==> src/rtl/ucastFilterPkg.sv <==
package ucastFilterPkg;
  localparam int MAC_BYTES = 6;
  localparam int BYTE_W    = 8;
  localparam int REG_W     = 32;
  localparam int BUS_AW    = 2;
  localparam int MAC_W     = MAC_BYTES * BYTE_W;
  localparam int CNT_W     = $clog2(MAC_BYTES + 1);
  localparam int CTL_W     = 3;

  localparam logic [BUS_AW-1:0] ADR_CTRL = 2'd0;
  localparam logic [BUS_AW-1:0] ADR_CAM  = 2'd1;
  localparam logic [BUS_AW-1:0] ADR_HIGH = 2'd2;
  localparam logic [BUS_AW-1:0] ADR_LOW  = 2'd3;

  localparam int CTL_CMP_EN  = 0;
  localparam int CTL_PROMISC = 1;
  localparam int CTL_INVERT  = 2;

  typedef enum logic [1:0] {
    RSN_REJECT   = 2'd0,
    RSN_PROMISC  = 2'd1,
    RSN_MATCH    = 2'd2,
    RSN_INVERTED = 2'd3
  } reason_e;

  typedef struct packed {
    logic             cmp;
    logic             first;
    logic [CNT_W-1:0] idx;
    logic             issue;
  } strobe_t;
endpackage

==> src/rtl/ucastFilterCtl.sv <==
module ucastFilterCtl
  import ucastFilterPkg::*;
(
  input  logic    clk,
  input  logic    rst,
  input  logic    rxValid,
  input  logic    rxSof,
  output strobe_t strb
);
  localparam logic [CNT_W-1:0] LAST_IDX = CNT_W'(MAC_BYTES - 1);
  localparam logic [CNT_W-1:0] DONE_CNT = CNT_W'(MAC_BYTES);

  logic [CNT_W-1:0] byteCnt;
  logic             inFrame;

  assign inFrame = (byteCnt != '0) && (byteCnt < DONE_CNT);

  always_comb begin
    strb = '0;
    if (rxValid) begin
      if (rxSof) begin
        strb.cmp   = 1'b1;
        strb.first = 1'b1;
        strb.idx   = '0;
      end else if (inFrame) begin
        strb.cmp   = 1'b1;
        strb.idx   = byteCnt;
        strb.issue = (byteCnt == LAST_IDX);
      end
    end
  end

  always_ff @(posedge clk) begin
    if (rst) begin
      byteCnt <= '0;
    end else if (strb.first) begin
      byteCnt <= CNT_W'(1);
    end else if (strb.cmp) begin
      byteCnt <= byteCnt + CNT_W'(1);
    end
  end

  AST_CNT_BOUNDED: assert property (@(posedge clk) disable iff (rst)
    byteCnt <= DONE_CNT);

  AST_SOF_RESTARTS: assert property (@(posedge clk) disable iff (rst)
    (rxValid && rxSof) |=> (byteCnt == CNT_W'(1)));

  AST_DONE_HOLDS: assert property (@(posedge clk) disable iff (rst)
    (byteCnt == DONE_CNT && !(rxValid && rxSof)) |=> (byteCnt == DONE_CNT));
endmodule

==> src/rtl/ucastFilterDp.sv <==
module ucastFilterDp
  import ucastFilterPkg::*;
#(
  parameter logic [MAC_W-1:0] DEFAULT_STATION = 48'h02_11_22_33_44_55
)(
  input  logic              clk,
  input  logic              rst,
  input  logic              busWe,
  input  logic [BUS_AW-1:0] busAddr,
  input  logic [REG_W-1:0]  busWdata,
  output logic [REG_W-1:0]  busRdata,
  input  logic [BYTE_W-1:0] rxByte,
  input  strobe_t           strb,
  output logic              decValid,
  output logic              decUnicast,
  output logic              decAccept,
  output logic [1:0]        decReason
);
  localparam int LOW_PAD = 2 * REG_W - MAC_W;

  logic [CTL_W-1:0]  ctrlReg;
  logic [REG_W-1:0]  camEnReg;
  logic [REG_W-1:0]  stationHigh;
  logic [REG_W-1:0]  stationLow;

  logic [MAC_W-1:0]  stationAddr;
  logic [BYTE_W-1:0] stationLane [MAC_BYTES];
  logic [BYTE_W-1:0] laneSel;
  logic              byteEq;
  logic              runEq;
  logic              groupBit;
  logic              finalEq;
  logic              matchHit;
  logic              nextAccept;
  reason_e           nextReason;

  // register bank
  always_ff @(posedge clk) begin
    if (rst) begin
      ctrlReg     <= '0;
      camEnReg    <= '0;
      stationHigh <= DEFAULT_STATION[MAC_W-1 -: REG_W];
      stationLow  <= {DEFAULT_STATION[MAC_W-REG_W-1:0], {LOW_PAD{1'b0}}};
    end else if (busWe) begin
      case (busAddr)
        ADR_CTRL: ctrlReg     <= busWdata[CTL_W-1:0];
        ADR_CAM:  camEnReg    <= busWdata;
        ADR_HIGH: stationHigh <= busWdata;
        default:  stationLow  <= busWdata;
      endcase
    end
  end

  always_comb begin
    case (busAddr)
      ADR_CTRL: busRdata = {{(REG_W-CTL_W){1'b0}}, ctrlReg};
      ADR_CAM:  busRdata = camEnReg;
      ADR_HIGH: busRdata = stationHigh;
      default:  busRdata = stationLow;
    endcase
  end

  // byte lanes of the live station address
  assign stationAddr = {stationHigh, stationLow[REG_W-1 -: (MAC_W-REG_W)]};

  for (genvar g = 0; g < MAC_BYTES; g++) begin : gLane
    assign stationLane[g] = stationAddr[MAC_W-1-g*BYTE_W -: BYTE_W];
  end

  always_comb begin
    laneSel = '0;
    for (int i = 0; i < MAC_BYTES; i++) begin
      if (strb.idx == CNT_W'(i)) laneSel = stationLane[i];
    end
  end

  assign byteEq = (rxByte == laneSel);

  // running comparison
  always_ff @(posedge clk) begin
    if (rst) begin
      runEq    <= 1'b0;
      groupBit <= 1'b0;
    end else if (strb.cmp) begin
      if (strb.first) begin
        runEq    <= byteEq;
        groupBit <= rxByte[0];
      end else begin
        runEq    <= runEq & byteEq;
      end
    end
  end

  assign finalEq  = runEq & byteEq;
  assign matchHit = ctrlReg[CTL_CMP_EN] & camEnReg[0] & finalEq;

  always_comb begin
    if (groupBit) begin
      nextAccept = 1'b0;
      nextReason = RSN_REJECT;
    end else if (ctrlReg[CTL_PROMISC]) begin
      nextAccept = 1'b1;
      nextReason = RSN_PROMISC;
    end else if (ctrlReg[CTL_INVERT]) begin
      nextAccept = ~matchHit;
      nextReason = matchHit ? RSN_REJECT : RSN_INVERTED;
    end else begin
      nextAccept = matchHit;
      nextReason = matchHit ? RSN_MATCH : RSN_REJECT;
    end
  end

  // decision register
  always_ff @(posedge clk) begin
    if (rst) begin
      decValid   <= 1'b0;
      decUnicast <= 1'b0;
      decAccept  <= 1'b0;
      decReason  <= RSN_REJECT;
    end else begin
      decValid <= strb.issue;
      if (strb.issue) begin
        decUnicast <= ~groupBit;
        decAccept  <= nextAccept;
        decReason  <= nextReason;
      end
    end
  end

  AST_PULSE_SINGLE: assert property (@(posedge clk) disable iff (rst)
    decValid |=> !decValid);

  AST_GROUP_REJECT: assert property (@(posedge clk) disable iff (rst)
    (decValid && !decUnicast) |-> (!decAccept && decReason == RSN_REJECT));

  AST_PROMISC_WINS: assert property (@(posedge clk) disable iff (rst)
    (decValid && decUnicast && $past(ctrlReg[CTL_PROMISC]))
      |-> (decAccept && decReason == RSN_PROMISC));

  AST_MATCH_GATED: assert property (@(posedge clk) disable iff (rst)
    (decValid && decReason == RSN_MATCH)
      |-> ($past(camEnReg[0]) && $past(ctrlReg[CTL_CMP_EN])));

  AST_INVERT_NO_MATCH_CODE: assert property (@(posedge clk) disable iff (rst)
    (decValid && $past(ctrlReg[CTL_INVERT])) |-> (decReason != RSN_MATCH));

  AST_WRITE_ONLY_TARGET: assert property (@(posedge clk) disable iff (rst)
    (busWe && busAddr != ADR_HIGH) |=> $stable(stationHigh));
endmodule

==> src/rtl/ucastFilter.sv <==
module ucastFilter
  import ucastFilterPkg::*;
#(
  parameter logic [47:0] DEFAULT_STATION = 48'h02_11_22_33_44_55
)(
  input  logic        clk,
  input  logic        rst,
  input  logic        busWe,
  input  logic [1:0]  busAddr,
  input  logic [31:0] busWdata,
  output logic [31:0] busRdata,
  input  logic        rxValid,
  input  logic        rxSof,
  input  logic [7:0]  rxByte,
  output logic        decValid,
  output logic        decUnicast,
  output logic        decAccept,
  output logic [1:0]  decReason
);
  strobe_t strb;

  ucastFilterCtl uCtl (
    .clk     (clk),
    .rst     (rst),
    .rxValid (rxValid),
    .rxSof   (rxSof),
    .strb    (strb)
  );

  ucastFilterDp #(.DEFAULT_STATION(DEFAULT_STATION)) uDp (
    .clk        (clk),
    .rst        (rst),
    .busWe      (busWe),
    .busAddr    (busAddr),
    .busWdata   (busWdata),
    .busRdata   (busRdata),
    .rxByte     (rxByte),
    .strb       (strb),
    .decValid   (decValid),
    .decUnicast (decUnicast),
    .decAccept  (decAccept),
    .decReason  (decReason)
  );
endmodule

==> config.mk <==
export PLATFORM = sky130hd
export DESIGN_NAME = ucastFilter
export DESIGN_NICKNAME = d
export VERILOG_FILES = /design/src/rtl/ucastFilterPkg.sv /design/src/rtl/ucastFilterCtl.sv /design/src/rtl/ucastFilterDp.sv /design/src/rtl/ucastFilter.sv
export SDC_FILE = /design/constraint.sdc
export NUM_CORES = 1
export LEC_CHECK = 0
export ABC_AREA = 1
export BUFFER_PORTS_ARGS = -buffer_cell sky130_fd_sc_hd__buf_2
export CAP_MARGIN = 25
export CORE_ASPECT_RATIO = 0.8
export CORE_MARGIN = 4
export CORE_UTILIZATION = 25
export CTS_CLUSTER_SIZE = 14
export DETAILED_ROUTE_END_ITERATION = 8
export PLACE_DENSITY = 0.52
export SYNTH_ARGS = -nofsm -noshare
export SYNTH_HDL_FRONTEND = slang
export SYNTH_SLANG_ARGS = --single-unit
==> constraint.sdc <==
create_clock -name clk -period 3.4 [get_ports clk]
set_input_delay 0.34 -clock clk [delete_from_list [all_inputs] [get_ports clk]]
set_output_delay 0.34 -clock clk [all_outputs]
set_load 0.02 [all_outputs]
==> impl_metrics.py, run 1 <==
metrics = {
    "timing": {
        "slew_headroom_pct": 67.4,
        "max_slew.worst_pin.slew_ns": 0.489,
        "max_freq_ghz": 0.345,
        "rsz0062_at_grt": "false",
        "slew_violations": 0,
        "hold_ws_ns": 0.235,
        "tns_ns": 0,
        "hold_violations": 0,
        "finalCritPeriodShare_pct": 85.3,
        "finalCriticalPeriod_ns": 2.90,
        "fin_skew_ns": 0.00927,
        "setup_viol": 0,
        "fin_ws_ns": 0.500,
    },
    "grt": {
        "grt_usage_pct": 14.6,
        "antenna_found_initial": 0,
        "grt_pass1_wl_um": 26600,
        "grt_max_degree": 64,
        "grt_remaining_overflow": 0,
        "grt_pass1_vias": 4658,
    },
    "power_and_ir_drop": {
        "ir_drop_uv": 195,
        "power_leakage_nw": 2.59,
        "finalPower_w": 0.00279,
        "powerDensity_nw_per_um2": 455,
    },
    "floorplan": {
        "die_h_um": 137,
        "num_rows": 46,
        "io_pins": 84,
        "die_width_um": 169,
        "die-area_um2": 23100,
        "start_util_pct": 25.7,
        "coreArea_um2": 20100,
    },
    "clocking": {
        "postCtsSetupBuffers": 0,
        "clock-root-buffer": "clkbuf_16",
        "cts_tree": "built",
        "clock_sinks": 109,
        "clockBufferDepth": 2,
        "insertion_delay_ns": 0.35,
        "clkSlewWorstSetupHoldPaths_ns": 0.08,
        "cts_buffers": 9,
        "cts_resized": 0,
        "htreeDepth": 3,
        "hold_buffers": 0,
    },
    "route": {
        "drc": 0,
        "antenna_left": 0,
        "vias": 4961,
        "postRouteWirelength_um": 16800,
        "wl_per_cell_um": 15.9,
        "drt-pass1-iter-count": 7,
        "vias_per_cell": 4.70,
        "drt_iter0_drc": 395,
    },
    "critical_path": {
        "cp.required_ns": 3.62,
        "cp-end-kind": "register",
        "path_common_cell": "nand2_1",
        "critPathLaunchType": "register",
        "cp_max_fo": 12,
        "cp.arrival_ns": 3.12,
        "crit_family": "simple AND/OR/NAND/NOR gates",
        "cp_cell_sequence": "inv_1, ha_1, nand2_1, nand2_2, inv_2, nand2_4, nand2_2, inv_1, nand2_1, nand2_1, nand2_1, nand2_1, nand2_1, nand2_1, inv_1, nand2_1, nor2_1, nand2_1, or2_1, ha_1, inv_1, o21ai_0, a21oi_1",
        "slowest_stage": "dfxtp_1",
        "crit_buf_inv": 5,
        "crit_type": "reg -> reg",
        "critical-path-max-stage-delay_ns": 0.42,
    },
    "layout": {
        "layout_common_cells": "nand2_1, dfxtp_1, inv_1",
        "drive_gt1_share_pct": 17.2,
        "final_common_cell": "nand2_1",
        "area_delta_synth_final_pct": 18.5,
        "antennaDiodeCount": 0,
        "stdcell_count": 1056,
        "finalNetCount": 839,
    },
    "place": {
        "place_ws_ns": 0.523,
        "place.gp.congestion": 0.824,
        "port_buffers": 83,
        "hpwl_um": 11900,
        "placedCellCount": 1041,
    },
    "flow_run": {
        "cap_violations": 0,
    },
    "synth": {
        "syn_avg_cell_area_um2": 7.13,
        "synth_compound_area_share_pct": 24.2,
        "synth.area.mux_share_pct": 0,
        "syn_nets": 776,
        "synth_xor_area_share_pct": 0,
        "synth_area_um2": 5170,
        "synth_top_family_by_area": "compound AO/OA/AOI/OAI gates",
        "ys_ff_latch": 109,
        "ys_warn_count": 0,
        "ys_seq_area_share_pct": 42.2,
        "synthSimpleGateAreaFrac_pct": 21.1,
        "yosys.area_share.adder_pct": 0.968,
        "synthCells": 725,
        "ys_types": 27,
    },
    "min_path": {
        "hold_class": "in -> reg",
    },
    "status": {
        "status": "complete, no violations",
    },
}
## worst min-delay path, delay by kind of cell
family / cells / cell delay [ns]
buffers and inverters: 1 / 0.10
and+or+nand+nor: 1 / 0.05
AOI/OAI and AO/OA: 1 / 0.06
## Yosys cell counts
cell        n  area [µm²]
a21oi_1    95         475
nand3b_1    1        7.51
inv_1     106         398
buf_1       3        11.3
dfxtp_1   109        2180
a211oi_1    1        7.51
nand3_1    62         310
nor2_1     12        45.0
nand2_2     4        25.0
nor2_4      2        22.5
o21ai_0    75         375
clkbuf_1   37         139
buf_6       1        11.3
buf_8       1        15.0
o211ai_1    7        52.6
o21ai_2     3        26.3
o21ai_1     4        20.0
nor2_8      2        40.0
ha_1        4        50.1
clkinv_1    1        3.75
nand2_4     2        22.5
o22ai_1     9        56.3
nand3_2     7        70.1
o221ai_1   27         236
inv_2       5        18.8
or2_1       1        6.26
nand2_1   144         541
## through the flow
step | area, µm² | util, %
6_report | 6130 | 30.5
5_1_grt | 6130 | 30.5
4_1_cts | 6130 | 30.5
3_5_place_dp | 5850 | 29.1
3_3_place_gp | 5830 | 29.0
2_1_floorplan | 5170 | -
## area by class of cell
cell class | count | area [µm²]
clock buffers | 9 | 225
clock inverters | 6 | 53.8
fillers | 2229 | 14000
inverters | 112 | 420
multi-input cells | 462 | 2390
flip-flops and latches | 109 | 2180
well taps | 264 | 330
repair buffers | 94 | 523
## report_power, final
group	switching [W]	total (W)	internal, W	leakage, nW
Sequential	0.0000342	0.00137	0.00134	0.891
Clock	0.000526	0.00104	0.000509	0.135
Combinational	0.000260	0.000384	0.000124	1.56
## path summary, 6_finish.rpt
| path | start | cells past startpoint | slack (ns) | endpoint |
|---|---|---|---|---|
| setup / recovery | uCtl.byteCnt[0] | 23 | 0.50 | uDp.decAccept |
| setup reg to reg | uCtl.byteCnt[0] | 23 | 0.50 | uDp.decAccept |
| hold / removal | busWdata[5] | 3 | 0.24 | uDp.stationHigh[5] |
| hold reg to reg | uDp.stationLow[0] | 2 | 0.45 | uDp.stationLow[0] |
## registers in the layout (all words and copies together), names as in the netlist, 2 cells and up
register,cells
uDp.stationLow,32
uDp.ctrlReg,3
uDp.camEnReg,32
uCtl.byteCnt,3
uDp.stationHigh,32
uDp.decReason,2
## kinds of logic after synthesis
family / Yosys count
and+or+nand+nor: 237
buffers and inverters: 154
DFF: 109
adders and majority gates: 4
AOI/OAI and AO/OA: 221
## routing by layer
metal | part of all wire, % | global-route usage (%) | up-vias
met5 | 0 | 0 | -
met4 | 1.5 | 3.52 | 0
met3 | 4.5 | 3.35 | 20
met2 | 42 | 21.7 | 107
met1 | 52 | 21.4 | 2302
li1 | - | - | 2532
Power figures use the tool's default switching activity.
==> inputs of run 2 (changes only) <==
==> constraint.sdc (replaced) <==
create_clock -name clk -period 3 [get_ports clk]
set_input_delay 0.45 -clock clk [delete_from_list [all_inputs] [get_ports clk]]
set_output_delay 0.45 -clock clk [all_outputs]
set_load 0.02 [all_outputs]
==> run 2 against run 1 <==
Effect of this change: worst hold slack gained 0.087 ns; global-route usage rose by 0.30 points; count of clock-buffer cells in the layout rose by 1; power up 16%; via count is 0.18% higher; sequential share of layout area down 0.47 points; combinational power is 16% higher; clock skew decreased by 0.0028 ns; core utilization increased by 0.41 points; critical path type unchanged; critical endpoint unchanged; largest cell class unchanged.
==> impl_metrics.py, run 2 (synthesis results as in run 1) <==
metrics = {
    "timing": {
        "slew_violations": 0,
        "max_freq_ghz": 0.366,
        "tns_ns": 0,
        "slew_headroom_pct": 45.5,
        "finalCritPeriodShare_pct": 91.2,
        "finalCriticalPeriod_ns": 2.74,
        "max_slew.worst_pin.slew_ns": 0.816,
        "fin_ws_ns": 0.264,
        "fin_skew_ns": 0.00647,
        "setup_viol": 0,
        "rsz0062_at_grt": "false",
        "hold_violations": 0,
    },
    "power_and_ir_drop": {
        "p_int_w": 0.00232,
        "p_sw_w": 0.000924,
        "pwr-share-comb_pct": 13.8,
        "switching_share_pct": 28.5,
        "p_clk_share_pct": 38.4,
        "powerDensity_nw_per_um2": 522,
        "ir_drop_uv": 220,
        "seqPwrFrac_pct": 47.8,
        "power_leakage_nw": 2.63,
    },
    "clocking": {
        "clockBufferDepth": 2,
        "clock-root-buffer": "clkbuf_16",
        "htreeDepth": 3,
        "cts_buffers": 9,
        "insertion_delay_ns": 0.37,
        "clkSlewWorstSetupHoldPaths_ns": 0.08,
        "cts_resized": 0,
        "cts_tree": "built",
        "hold_buffers": 0,
        "clock_sinks": 109,
        "postCtsSetupBuffers": 0,
    },
    "grt": {
        "grt_max_degree": 52,
        "use_met1_pct": 21.3,
        "grt_pass1_wl_um": 26600,
        "grt_usage_pct": 14.9,
        "grt_remaining_overflow": 0,
        "use_met3_pct": 3.75,
        "antenna_found_initial": 0,
        "grt_pass1_vias": 4646,
        "gr-max-usage-layer": "met2",
        "grt_use_met2_pct": 22.6,
    },
    "route": {
        "drt_iter0_drc": 379,
        "postRouteWirelength_um": 16900,
        "antenna_left": 0,
        "drt-pass1-iter-count": 5,
        "drc": 0,
        "wl_per_cell_um": 15.9,
        "vias": 4970,
        "vias_per_cell": 4.68,
    },
    "min_path": {
        "hold_class": "in -> reg",
        "hp-start": "busWdata[5]",
    },
    "critical_path": {
        "r2r_start": "uCtl.byteCnt[1]",
        "timing.critical_path.from": "uCtl.byteCnt[1]",
        "cp_max_fo": 9,
        "crit_type": "reg -> reg",
        "cp-end-kind": "register",
        "cp.arrival_ns": 2.98,
        "critPathLaunchType": "register",
        "cp.required_ns": 3.24,
    },
    "layout": {
        "fillers": 2205,
        "drive_gt1_share_pct": 17.8,
        "final_common_cell": "nand2_1",
        "antennaDiodeCount": 0,
        "largestRegisters": "uDp.camEnReg: 32 flops, uDp.stationHigh: 32 flops, uDp.stationLow: 32 flops",
        "finalNetCount": 845,
        "layout_common_cells": "nand2_1, dfxtp_1, inv_1",
        "area_delta_synth_final_pct": 20.1,
    },
    "floorplan": {
        "start_util_pct": 25.7,
        "coreArea_um2": 20100,
        "die-area_um2": 23100,
        "io_pins": 84,
        "die_width_um": 169,
        "num_rows": 46,
        "die_h_um": 137,
    },
    "place": {
        "place_ws_ns": 0.193,
        "port_buffers": 83,
        "hpwl_um": 12400,
        "place.gp.congestion": 0.861,
    },
    "status": {
        "status": "complete, no violations",
    },
    "flow_run": {
        "cap_violations": 0,
    },
}
## run 2: changes by cell type in the layout (fill, tap and decap cells not counted), sizes merged
cell	before	now
buf	94	100
clkbuf	9	10
inv	116	115
bufinv	0	1
clkinvlp	1	0
clkinv	1	2
## run 2: cell type report
cell class / count / area (µm²) / area share (%)
well taps: 264 / 330 / 5.32
flip-flops and latches: 109 / 2180 / 35.1
clock buffers: 10 / 229 / 3.69
clock inverters: 6 / 70.1 / 1.13
repair buffers: 100 / 581 / 9.35
multi-input cells: 462 / 2400 / 38.6
inverters: 112 / 420 / 6.77
## run 2: per-stage QoR
step	util [%]	hold slack [ns]	instance area, µm²	cells	total power, W
after CTS	30.9	0.322	6200	1063	0.00328
after detailed placement	29.4	0.438	5910	1047	0.00203
final	30.9	0.323	6210	1063	0.00324
after global routing	30.9	0.331	6210	1063	0.00340
after floorplan	-	0.425	5170	725	0.00185
after global placement	29.4	0.433	5910	1047	0.00203
## run 2: critical path: stages (launching register included)
cell and delay (ns):
dfxtp_1 0.39, inv_2 0.07, ha_1 0.17, nand2_1 0.07, nand2_2 0.07, nor2_4 0.26
nand2_4 0.12, o21ai_1 0.15, inv_1 0.06, nand2_1 0.08, nand2_1 0.06, nand2_1 0.05
nand2_1 0.04, inv_1 0.05, nand2_1 0.05, nor2_1 0.10, nand2_1 0.07, or2_1 0.21
ha_1 0.27, inv_1 0.04, o21ai_0 0.13, a21oi_1 0.08
## run 2: final timing paths
path,slack [ns],cells past startpoint,to
hold / removal,0.32,3,uDp.stationHigh[5]
setup reg to reg,0.26,21,uDp.decAccept
hold reg to reg,0.45,2,uDp.stationLow[1]
setup / recovery,0.26,21,uDp.decAccept
## run 2: per-layer routing
layer | wire [µm] | up-vias
met1 | 8460 | 2296
li1 | - | 2550
met4 | 189 | 0
met3 | 918 | 12
met5 | 0 | -
met2 | 7340 | 112
## run 2: power groups by stage
stage | logic [W] | registers [W] | clock network (W)
floorplan | 0.000280 | 0.00157 | 0
global placement | 0.000449 | 0.00158 | 0
detailed placement | 0.000449 | 0.00158 | 0
CTS | 0.000451 | 0.00155 | 0.00128
global route | 0.000505 | 0.00156 | 0.00133
finish | 0.000446 | 0.00155 | 0.00125
==> inputs of run 3 (changes only) <==
--- a/config.mk
+++ b/config.mk
@@ -5,7 +5,6 @@
 export SDC_FILE = /design/constraint.sdc
 export NUM_CORES = 1
 export LEC_CHECK = 0
-export ABC_AREA = 1
 export BUFFER_PORTS_ARGS = -buffer_cell sky130_fd_sc_hd__buf_2
 export CAP_MARGIN = 25
 export CORE_ASPECT_RATIO = 0.8
==> run 3 against run 2 <==
Effect of this change: clock skew rose by 0.0011 ns; sequential power about the same; core utilization grew 0.64 points; register-to-register slack got worse by 0.40 ns; synthesized cell count decreased by 9.0%; maximum frequency shrank 13%; the run now ends with setup timing left; via count fell by 2.5%; sequential cell count did not move.
==> impl_metrics.py, run 3 <==
metrics = {
    "floorplan": {
        "die-area_um2": 23600,
        "coreArea_um2": 20800,
        "num_rows": 47,
        "start_util_pct": 25.6,
        "die_width_um": 171,
        "die_h_um": 138,
        "io_pins": 84,
    },
    "clocking": {
        "insertion_delay_ns": 0.35,
        "clock_sinks": 109,
        "htreeDepth": 3,
        "cts_tree": "built",
        "clockBufferDepth": 2,
        "clock-root-buffer": "clkbuf_16",
        "clkSlewWorstSetupHoldPaths_ns": 0.07,
        "cts_buffers": 9,
    },
    "route": {
        "vias_per_cell": 4.81,
        "wl_per_cell_um": 17.0,
        "antenna_left": 0,
        "drt-pass1-iter-count": 4,
        "drt_iter0_drc": 311,
        "vias": 4844,
        "postRouteWirelength_um": 17100,
        "drc": 0,
    },
    "grt": {
        "antenna_found_initial": 0,
        "grt_pass1_vias": 4793,
        "grt_max_degree": 62,
        "grt_usage_pct": 14.5,
        "grt_remaining_overflow": 0,
        "grt_pass1_wl_um": 27300,
    },
    "critical_path": {
        "cp.required_ns": 3.29,
        "slowest_stage": "o2111ai_4",
        "cp_max_fo": 6,
        "cp-end-kind": "register",
        "cp_cell_sequence": "inv_2, ha_4, and2b_2, o2111ai_4, a221oi_2, o2111a_1, or3_1, and4bb_1, nand4_1, ha_1, nor4_1, a21oi_1, nor2_1",
        "critical-path-max-stage-delay_ns": 0.38,
        "critPathLaunchType": "register",
        "crit_family": "simple AND/OR/NAND/NOR gates",
        "cp.arrival_ns": 3.43,
        "crit_type": "reg -> reg",
        "crit_buf_inv": 1,
    },
    "timing": {
        "fin_skew_ns": 0.00760,
        "slew_headroom_pct": 64.2,
        "hold_violations": 0,
        "max_slew.worst_pin.slew_ns": 0.536,
        "finalCritPeriodShare_pct": 105,
        "fin_ws_ns": -0.138,
        "max_freq_ghz": 0.319,
        "finalCriticalPeriod_ns": 3.14,
        "slew_violations": 0,
        "setup_viol": 2,
        "rsz0062_at_grt": "true",
        "tns_ns": -0.260,
    },
    "layout": {
        "drive_gt1_share_pct": 25.6,
        "layout_common_cells": "nand2_1, dfxtp_1, a21oi_1",
        "largestRegisters": "uDp.camEnReg: 32 flops, uDp.stationHigh: 32 flops, uDp.stationLow: 32 flops",
        "area_delta_synth_final_pct": 23.5,
        "stdcell_count": 1008,
        "antennaDiodeCount": 0,
        "finalNetCount": 786,
        "final_common_cell": "nand2_1",
    },
    "power_and_ir_drop": {
        "ir_drop_uv": 221,
        "power_leakage_nw": 2.60,
        "powerDensity_nw_per_um2": 494,
    },
    "synth": {
        "synth_area_um2": 5310,
        "async_flop_share_pct": 0,
        "syn_nets": 711,
        "synth-edff-count": 0,
        "syn_avg_cell_area_um2": 8.04,
        "synthCells": 660,
        "ys_ff_latch": 109,
        "ys_seq_area_share_pct": 41.1,
        "ys_top_cells_by_area": "dfxtp_1, nand2_1, a21oi_1",
        "ys_types": 55,
        "synth_area_leader_cell": "dfxtp_1",
        "synth_ff_type": "dfxtp_1",
        "synthMostInstantiatedCell": "nand2_1",
        "netlist.area_leader.share_pct": 41.1,
        "yosys-top-cells-count": "nand2_1, dfxtp_1, a21oi_1, clkbuf_1, mux2_2",
        "ys_warn_count": 0,
    },
    "flow_run": {
        "cap_violations": 0,
    },
    "status": {
        "violations": "setup timing",
        "status": "complete, but fails checks",
    },
    "place": {
        "place_ws_ns": -0.195,
        "place.gp.congestion": 0.832,
        "port_buffers": 83,
        "placedCellCount": 991,
        "hpwl_um": 11800,
    },
    "min_path": {
        "hold_class": "in -> reg",
    },
}
## run 3: cell count changes after synthesis, sizes merged, moves of 9 or more
cell    before  now
nand3       69    6
nand2      150  208
o21ai       82   10
nand3b       1   16
inv        111    6
mux2         0   30
a22o         0   29
mux2i        0    9
o221ai      27    3
## run 3: power by group
group          internal (W)  switching [W]
Sequential          0.00150      0.0000408
Clock              0.000716       0.000548
Combinational      0.000180       0.000255
## run 3: repair_timing
action | in CTS | in global routing
endpoints found under the hold margin | 0 | 0
pin swaps | 3 | 5
buffers inserted | 1 | 1
endpoints found under the setup margin | 3 | 3
gates resized for setup | 4 | 11
hold buffers | 0 | 0
## run 3: logic make-up (layout without fill, tap and decap cells)
logic type | Yosys count | count (layout) | synth area share [%]
AOI/OAI and AO/OA | 163 | 163 | 19.5
xor gates and xnor gates | 4 | 4 | 0.660
adders and majority gates | 4 | 4 | 0.943
buffers and inverters | 59 | 138 | 5.02
DFF | 109 | 109 | 41.1
muxes | 42 | 42 | 9.34
and+or+nand+nor | 279 | 279 | 23.4
## run 3: area by class of cell
cell class | instances | area, µm²
multi-input combinational | 492 | 2950
inverter | 6 | 25.0
tap | 269 | 337
timing repair buffer | 117 | 748
clock inverter | 2 | 38.8
fill | 2212 | 14200
sequential | 109 | 2180
clock buffer | 13 | 270
## run 3: routing by layer
layer / vias to the layer above / wire length (µm) / track usage (%) / part of all wire [%]
met5: - / 0 / 0 / 0
met4: 0 / 277 / 4.04 / 1.6
met3: 19 / 609 / 2.77 / 3.6
met2: 91 / 7610 / 22.2 / 44
met1: 2313 / 8630 / 20.9 / 50
li1: 2421 / - / - / -
## run 3: path summary, 6_finish.rpt
kind                                         start  slack, ns  cells after the start                  to
worst min register to register  uDp.stationLow[14]       0.45                      2  uDp.stationLow[14]
worst max register to register     uCtl.byteCnt[1]      -0.14                     13    uDp.decReason[1]
worst max-delay path               uCtl.byteCnt[1]      -0.14                     13    uDp.decReason[1]
worst min-delay path                   busWdata[9]       0.35                      3  uDp.stationHigh[9]
## run 3: tightest hold or removal path, stage by stage
cell	delay, ns
buf_2	0.10
nand2_1	0.05
nand3b_1	0.07
## run 3: metrics by stage
step	util, %	hold WS (ns)	area, µm²	power (W)
floorplan	-	0.433	5340	0.00182
global placement	29.6	0.440	6140	0.00200
detailed placement	29.6	0.446	6140	0.00200
CTS	31.3	0.332	6490	0.00327
global route	31.6	0.344	6550	0.00338
finish	31.6	0.347	6550	0.00324
